## src/rtl/sbm_pkg.sv

```systemverilog
package sbm_pkg;

  typedef enum logic [1:0] {
    ST_IDLE = 2'd0,
    ST_SEEK = 2'd1,
    ST_RUN  = 2'd2,
    ST_FIN  = 2'd3
  } sbm_state_e;

  // log2 of chunks per page for each page code
  function automatic logic [1:0] chunk_shift(input logic [1:0] sel);
    case (sel)
      2'b00:   chunk_shift = 2'd0;
      2'b01:   chunk_shift = 2'd2;
      default: chunk_shift = 2'd3;
    endcase
  endfunction

endpackage

```

## src/rtl/sbm_geom.sv

```systemverilog
module sbm_geom
  import sbm_pkg::*;
#(
  parameter int COL_W       = 13,
  parameter int SPARE_W     = 8,
  parameter int SBUF_BYTES  = 64,
  parameter int CHUNK_BYTES = 512,
  localparam int OFF_W      = SPARE_W + 1
) (
  input  logic [1:0]         page_sel,
  input  logic [SPARE_W-1:0] spare_size,
  input  logic [COL_W-1:0]   column,
  input  logic [COL_W-1:0]   length,
  input  logic               spare_only,
  output logic [COL_W-1:0]   page_bytes,
  output logic [SPARE_W-1:0] share_bytes,
  output logic [OFF_W-1:0]   spare_off,
  output logic               start_main,
  output logic               cfg_err
);

  logic [1:0]     shift;
  logic [COL_W:0] end_pos;
  logic [COL_W:0] limit;
  logic [COL_W-1:0] off_full;

  always_comb begin
    shift       = chunk_shift(page_sel);
    page_bytes  = COL_W'(CHUNK_BYTES) << shift;
    share_bytes = (spare_size >> shift) & ~SPARE_W'(1);
    end_pos     = {1'b0, column} + {1'b0, length};
    limit       = spare_only ? (COL_W+1)'(spare_size)
                             : {1'b0, page_bytes} + (COL_W+1)'(spare_size);
    start_main  = !spare_only && (column < page_bytes);
    off_full    = spare_only ? column : (column - page_bytes);
    spare_off   = OFF_W'(off_full);
    cfg_err     = (page_sel == 2'b11)
               || (int'(share_bytes) < 2)
               || (int'(share_bytes) > SBUF_BYTES)
               || (end_pos > limit);
  end

endmodule

```

## src/rtl/sbm_spare_walk.sv

```systemverilog
module sbm_spare_walk #(
  parameter int SPARE_W    = 8,
  parameter int NUM_SBUF   = 8,
  parameter int SBUF_BYTES = 64,
  parameter int ADDR_W     = 13,
  parameter int SPARE_BASE = 4096,
  localparam int OFF_W     = SPARE_W + 1,
  localparam int IDX_W     = $clog2(NUM_SBUF)
) (
  input  logic               clk,
  input  logic               rst_n,
  input  logic               load,
  input  logic [OFF_W-1:0]   load_off,
  input  logic [SPARE_W-1:0] share,
  input  logic               seek_en,
  input  logic               step_en,
  input  logic               clear,
  output logic [ADDR_W-1:0]  addr
);

  localparam logic [IDX_W-1:0] LAST_IDX = IDX_W'(NUM_SBUF - 1);

  logic [IDX_W-1:0] idx_q, idx_d;
  logic [OFF_W-1:0] off_q, off_d;
  logic [OFF_W-1:0] share_w;
  logic             upd;

  always_comb begin
    share_w = OFF_W'(share);
    idx_d   = idx_q;
    off_d   = off_q;
    upd     = load | clear | seek_en | step_en;
    if (load) begin
      idx_d = '0;
      off_d = load_off;
    end else if (clear) begin
      idx_d = '0;
      off_d = '0;
    end else if (seek_en) begin
      // one compare-subtract step of the clamped division
      if (off_q >= share_w && idx_q != LAST_IDX) begin
        off_d = off_q - share_w;
        idx_d = idx_q + 1'b1;
      end
    end else if (step_en) begin
      if ((off_q + 1'b1) == share_w && idx_q != LAST_IDX) begin
        off_d = '0;
        idx_d = idx_q + 1'b1;
      end else begin
        off_d = off_q + 1'b1;
      end
    end
  end

  always_ff @(posedge clk or negedge rst_n) begin
    if (!rst_n) begin
      idx_q <= '0;
      off_q <= '0;
    end else if (upd) begin
      idx_q <= idx_d;
      off_q <= off_d;
    end
  end

  assign addr = ADDR_W'(SPARE_BASE) + ADDR_W'(idx_q) * ADDR_W'(SBUF_BYTES)
              + ADDR_W'(off_q);

endmodule

```

## src/rtl/oob_addr_mapper.sv

```systemverilog
module oob_addr_mapper
  import sbm_pkg::*;
#(
  parameter int COL_W       = 13,
  parameter int SPARE_W     = 8,
  parameter int ADDR_W      = 13,
  parameter int NUM_SBUF    = 8,
  parameter int SBUF_BYTES  = 64,
  parameter int SPARE_BASE  = 4096,
  parameter int CHUNK_BYTES = 512
) (
  input  logic               clk,
  input  logic               rst_n,
  input  logic               start,
  input  logic               wr,
  input  logic               spare_only,
  input  logic [1:0]         page_sel,
  input  logic [SPARE_W-1:0] spare_size,
  input  logic [COL_W-1:0]   column,
  input  logic [COL_W-1:0]   length,
  input  logic               byte_ready,
  output logic               busy,
  output logic               byte_valid,
  output logic [ADDR_W-1:0]  buf_addr,
  output logic               buf_we,
  output logic               done,
  output logic               err
);

  localparam int OFF_W    = SPARE_W + 1;
  localparam int SEEK_CYC = NUM_SBUF - 1;
  localparam int CNT_W    = $clog2(NUM_SBUF);

  sbm_state_e         state_q, state_d;
  logic [CNT_W-1:0]   cnt_q, cnt_d;
  logic [COL_W-1:0]   col_q, col_d;
  logic [COL_W-1:0]   rem_q, rem_d;
  logic [COL_W-1:0]   page_q, page_d;
  logic [SPARE_W-1:0] share_q, share_d;
  logic               main_q, main_d;
  logic               wr_q, wr_d;
  logic               err_q, err_d;

  logic [COL_W-1:0]   g_page;
  logic [SPARE_W-1:0] g_share;
  logic [OFF_W-1:0]   g_off;
  logic               g_main, g_err;
  logic               w_load, w_seek, w_step, w_clear;
  logic [ADDR_W-1:0]  w_addr;
  logic               accept, fire;

  sbm_geom #(
    .COL_W(COL_W), .SPARE_W(SPARE_W),
    .SBUF_BYTES(SBUF_BYTES), .CHUNK_BYTES(CHUNK_BYTES)
  ) u_geom (
    .page_sel(page_sel), .spare_size(spare_size), .column(column),
    .length(length), .spare_only(spare_only), .page_bytes(g_page),
    .share_bytes(g_share), .spare_off(g_off), .start_main(g_main),
    .cfg_err(g_err)
  );

  sbm_spare_walk #(
    .SPARE_W(SPARE_W), .NUM_SBUF(NUM_SBUF), .SBUF_BYTES(SBUF_BYTES),
    .ADDR_W(ADDR_W), .SPARE_BASE(SPARE_BASE)
  ) u_walk (
    .clk(clk), .rst_n(rst_n), .load(w_load), .load_off(g_off),
    .share(share_q), .seek_en(w_seek), .step_en(w_step), .clear(w_clear),
    .addr(w_addr)
  );

  assign accept = (state_q == ST_IDLE) && start;
  assign fire   = (state_q == ST_RUN) && byte_ready;

  always_comb begin
    state_d = state_q;
    cnt_d   = cnt_q;
    col_d   = col_q;
    rem_d   = rem_q;
    page_d  = page_q;
    share_d = share_q;
    main_d  = main_q;
    wr_d    = wr_q;
    err_d   = err_q;
    w_load  = 1'b0;
    w_seek  = 1'b0;
    w_step  = 1'b0;
    w_clear = 1'b0;
    case (state_q)
      ST_IDLE: if (accept) begin
        wr_d    = wr;
        page_d  = g_page;
        share_d = g_share;
        col_d   = column;
        rem_d   = length;
        main_d  = g_main;
        cnt_d   = '0;
        err_d   = g_err;
        w_load  = !g_err;
        state_d = g_err ? ST_FIN : ST_SEEK;
      end
      ST_SEEK: begin
        w_seek = 1'b1;
        cnt_d  = cnt_q + 1'b1;
        if (cnt_q == CNT_W'(SEEK_CYC - 1))
          state_d = (rem_q == '0) ? ST_FIN : ST_RUN;
      end
      ST_RUN: if (fire) begin
        rem_d = rem_q - 1'b1;
        if (main_q) begin
          col_d = col_q + 1'b1;
          if (col_q == page_q - 1'b1) begin
            main_d  = 1'b0;
            w_clear = 1'b1;
          end
        end else begin
          w_step = 1'b1;
        end
        if (rem_q == COL_W'(1)) state_d = ST_FIN;
      end
      default: state_d = ST_IDLE;
    endcase
  end

  always_ff @(posedge clk or negedge rst_n) begin
    if (!rst_n) begin
      state_q <= ST_IDLE;
      cnt_q   <= '0;
      col_q   <= '0;
      rem_q   <= '0;
      page_q  <= '0;
      share_q <= '0;
      main_q  <= 1'b0;
      wr_q    <= 1'b0;
      err_q   <= 1'b0;
    end else begin
      state_q <= state_d;
      cnt_q   <= cnt_d;
      col_q   <= col_d;
      rem_q   <= rem_d;
      page_q  <= page_d;
      share_q <= share_d;
      main_q  <= main_d;
      wr_q    <= wr_d;
      err_q   <= err_d;
    end
  end

  assign busy       = (state_q != ST_IDLE);
  assign byte_valid = (state_q == ST_RUN);
  assign buf_addr   = main_q ? ADDR_W'(col_q) : w_addr;
  assign buf_we     = byte_valid && wr_q;
  assign done       = (state_q == ST_FIN);
  assign err        = done && err_q;

endmodule

```

## config.mk

```make
export PLATFORM = sky130hd
export DESIGN_NAME = oob_addr_mapper
export DESIGN_NICKNAME = d
export VERILOG_FILES = /design/src/rtl/sbm_pkg.sv /design/src/rtl/sbm_geom.sv /design/src/rtl/sbm_spare_walk.sv /design/src/rtl/oob_addr_mapper.sv
export SDC_FILE = /design/constraint.sdc
export NUM_CORES = 1
export LEC_CHECK = 0
export BUFFER_PORTS_ARGS = -buffer_cell sky130_fd_sc_hd__buf_4
export CAP_MARGIN = 20
export CELL_PAD_IN_SITES_DETAIL_PLACEMENT = 1
export CELL_PAD_IN_SITES_GLOBAL_PLACEMENT = 1
export CORE_MARGIN = 2
export CORE_UTILIZATION = 45
export DETAILED_ROUTE_END_ITERATION = 6
export GPL_TIMING_DRIVEN = 0
export PLACE_DENSITY_LB_ADDON = 0.1
export SYNTH_ARGS = -nofsm -noshare
export SYNTH_HDL_FRONTEND = slang
export SYNTH_SLANG_ARGS = --single-unit
```

## constraint.sdc

```tcl
create_clock -name clk -period 7.2 [get_ports clk]
set_input_delay 0.36 -clock clk [delete_from_list [all_inputs] [get_ports clk]]
set_output_delay 0.36 -clock clk [all_outputs]
set_load 0.02 [all_outputs]
```

==> summary.txt <==
Power
  – PD cells: about 480 nW/µm²
  – Leakage power: between 2 and 3 nW
  – Peak VDD IR: 0.208 mV

Routing
  – Via count: around 5.3k
  – DRT antenna net count: 0
  – TritonRoute pass-1 iters: 4
  – Initial DRC Count: 200
  – Detailed-route wire length per cell: 20.9 µm
  – Final wirelength: between 15000 and 20000 µm
  – DR vias/cell: 6.06
  – Residual DRC: 0

STA
  – Clk_skew: about 0.009 ns
  – Final Hold Violating Endpoints: 0
  – RSZ-0062 raised after global routing: false
  – Final Cycle Share: 65.4%
  – Max-Slew Margin vs Limit: 34.1%
  – Worst-Margin Slew: 0.964 ns
  – Slew Viols, Final: 0
  – Setup TNS: 0 ns
  – Min Clock Period, post-route: between 4 and 5 ns
  – Number of setup violations in the final report: 0
  – Fmax: ~0.21 GHz
  – Hold_ws: between 0.1 and 0.15 ns

GRT
  – Overflow after GRT: 0
  – Global-route wire length before repair: 29200 µm
  – Vias in the first global route: roughly 5.6k
  – Largest net degree at the start of global routing: 58
  – Initial antenna violation count: 0
  – All-Layer GR Usage: 29.2%

Logic synthesis
  – Seq/Total Area, Yosys: 26.3%
  – EDFF count, synth: 0
  – Synth area leaders: dfrtp_1 (26%), ha_1 (12%), o21ai_0 (5.5%)
  – Cell Area, Synth: 5420 µm²
  – Top-count cell post-synth: o21ai_0
  – Share of the synthesized area in the top cell type: a little over a quarter
  – Area leader, netlist: dfrtp_1
  – Async set or reset register ratio after synthesis: between 90% and 100%
  – Avg Cell Area, Syn: roughly 8.4 µm²
  – Number of synthesized register bits: 57
  – Distinct cells, synth: between 70 and 80
  – Main synth FF type: dfrtp_1
  – Top cells by count, synth: o21ai_0 (59), dfrtp_1 (57), ha_1 (54), nand2_1 (51), a21oi_1 (46)
  – Synth Warn #: 0
  – Post-Synthesis Cells: between 600 and 700

Floorplanning
  – FP Rows: 40
  – Num ports: 60
  – Die X: around 110 µm
  – Initial Util: 45.7%
  – Area of the die: 12900 µm²
  – Chip Height: 114 µm
  – Core footprint: 11900 µm²

Setup path
  – WP data arrival: slightly below 5 ns
  – Critical path endpoint: u_walk.off_q[5]
  – WP data required: 7.41 ns
  – Setup CP Type: primary input to flip-flop
  – Crit path launch type: primary input
  – Reg-to-reg slack, setup: around 3.6 ns
  – R2r startpoint: state_q[0]
  – Crit-path max FO: 10
  – CP Launch Point: column[0]
  – Crit. End Element: flip-flop
  – Capturing point of the worst reg2reg path: col_q[8]
  – Reg2Reg Depth: 10

Cells and area
  – Final #Nets: roughly 810
  – Fraction of layout cells with a size suffix above 1: 17.1%
  – Area Growth Syn to Fin: 17.2%
  – Inserted Diodes: 0
  – Core Util, Final: between 50% and 60%
  – Final std cells w/o fill: 867

Place
  – Placer Congestion: roughly 0.90
  – Detailed Place HPWL: 14300 µm
  – Dpl cells: 851
  – I/O Buffers: 58

CTS
  – Hold-fix buffers, CTS: 0
  – CTS tree: yes
  – CTS resizes: 0
  – CTS clk-pin slew, worst paths: approximately 0.050 ns
  – Post-CTS setup buffers: 0
  – CTS Buf Count: 9
  – Max clock buf depth: 2
  – H-Tree Depth: 3
  – Clock Latency Late Sink: between 0.3 and 0.4 ns
  – CTS sink count: 57
  – CTS root buffer: clkbuf_16

Min path
  – Worst hold path type: primary input to async pin

Run status
  – Status: completed

Flow run
  – Number of max-cap violations: 0
[how the worst min path moves through the flow]
stage	slack, ns	start	endpoint
2_1_floorplan	0.06	rst_n	cnt_q[0]
3_3_place_gp	0.48	wr_q	wr_q
3_5_place_dp	0.49	rst_n	u_walk.off_q[5]
4_1_cts	0.14	rst_n	cnt_q[0]
5_1_grt	0.15	rst_n	u_walk.off_q[1]
6_report	0.10	rst_n	share_q[6]
[sequential cells by signal, summed over array words and instances (netlist names)]
name and cells:
cnt_q 3, err_q 1, state_q 2, u_walk.off_q 9, share_q 7, wr_q 1
u_walk.idx_q 3, col_q 13, page_q 4, main_q 1, rem_q 13
[metrics by stage]
stage / cell area (µm²) / power, mW / worst slack (ns)
after floorplan: 5420 / 1.96 / 2.84
after global placement: 6040 / 2.46 / 2.22
after detailed placement: 6040 / 2.55 / 2.18
after CTS: 6350 / 3.01 / 2.52
after global routing: 6350 / 3.26 / 2.18
final: 6350 / 3.02 / 2.49
[cells by family (layout without fill, tap and decap cells)]
family / count (synthesis) / in the layout / share of synthesized area, %
other: 1 / 2 / 0.0692
adder cells (fa/ha/maj): 57 / 57 / 13.6
buffers and inverters: 71 / 145 / 6.08
AND/OR/NAND/NOR: 200 / 200 / 19.5
flip-flops: 57 / 57 / 26.3
multiplexers: 21 / 21 / 4.14
AO/OA/AOI/OAI: 203 / 203 / 24.7
XOR/XNOR: 35 / 35 / 5.66
[where the power goes]
part / internal [mW] / total (mW) / leakage [nW] / switching (mW)
Clock: 0.285 / 0.442 / 0.155 / 0.157
Combinational: 0.794 / 1.89 / 1.96 / 1.10
Sequential: 0.485 / 0.689 / 0.681 / 0.203
[per-layer routing]
layer / vias up / wire length (µm) / global-route usage, %
li1: 2512 / - / -
met4: 0 / 527 / 10.8
met3: 32 / 807 / 4.78
met1: 2605 / 7980 / 36.8
met2: 101 / 8830 / 50.4
met5: - / 0 / 0
[placed cells by master (no fill, tap or decap), types with 3 or more instances in the layout]
cell / synthesis / routed
and3_1: 12 / 12
clkbuf_1: 16 / 16
mux2_2: 11 / 11
buf_4: 2 / 60
o21a_1: 4 / 4
or2_2: 5 / 5
nor3_1: 13 / 13
nand2_1: 51 / 51
mux2i_1: 10 / 10
a31oi_1: 4 / 4
and2_1: 11 / 11
clkinv_2: 0 / 3
xor2_1: 12 / 12
clkbuf_8: 4 / 6
inv_1: 45 / 45
nand4_1: 9 / 9
o21ai_0: 59 / 59
a21oi_1: 46 / 46
nand2b_1: 8 / 8
a22oi_1: 5 / 5
a211oi_2: 3 / 3
fa_1: 3 / 3
nand3_1: 32 / 32
and3_2: 4 / 4
ha_1: 54 / 54
nor2_1: 26 / 26
dfrtp_1: 57 / 57
o211ai_1: 4 / 4
o22ai_1: 23 / 23
clkbuf_16: 0 / 9
or3_1: 3 / 3
o32a_1: 7 / 7
a221oi_1: 3 / 3
xnor2_1: 23 / 23
a211oi_1: 8 / 8
nor2b_1: 6 / 6
a21o_1: 8 / 8
[worst max-delay path, cell delays in order]
cell and delay, ns:
buf_4 0.14, ha_1 0.23, fa_1 0.45, a211oi_2 0.29
nor3_2 0.10, nor3b_2 0.23, and2b_2 0.23, o21ai_0 0.15
nand2b_1 0.11, a31oi_1 0.21, xnor2_1 0.15, ha_1 0.28
a211oi_1 0.27, nand2_1 0.10, or3_2 0.44, o21ai_0 0.15
o311a_1 0.28, o211ai_4 0.18, buf_6 0.19, and3_2 0.17
o32a_1 0.20
[area by class of cell]
cell class,count,area (µm²)
Sequential cell,57,1430
Clock inverter,5,53.8
Tap cell,147,184
Inverter,46,173
Fill cell,1457,5520
Multi-Input combinational cell,518,3660
Clock buffer,11,253
Timing Repair Buffer,58,435
Buffer,25,156
(Power assumes the default switching activity.)
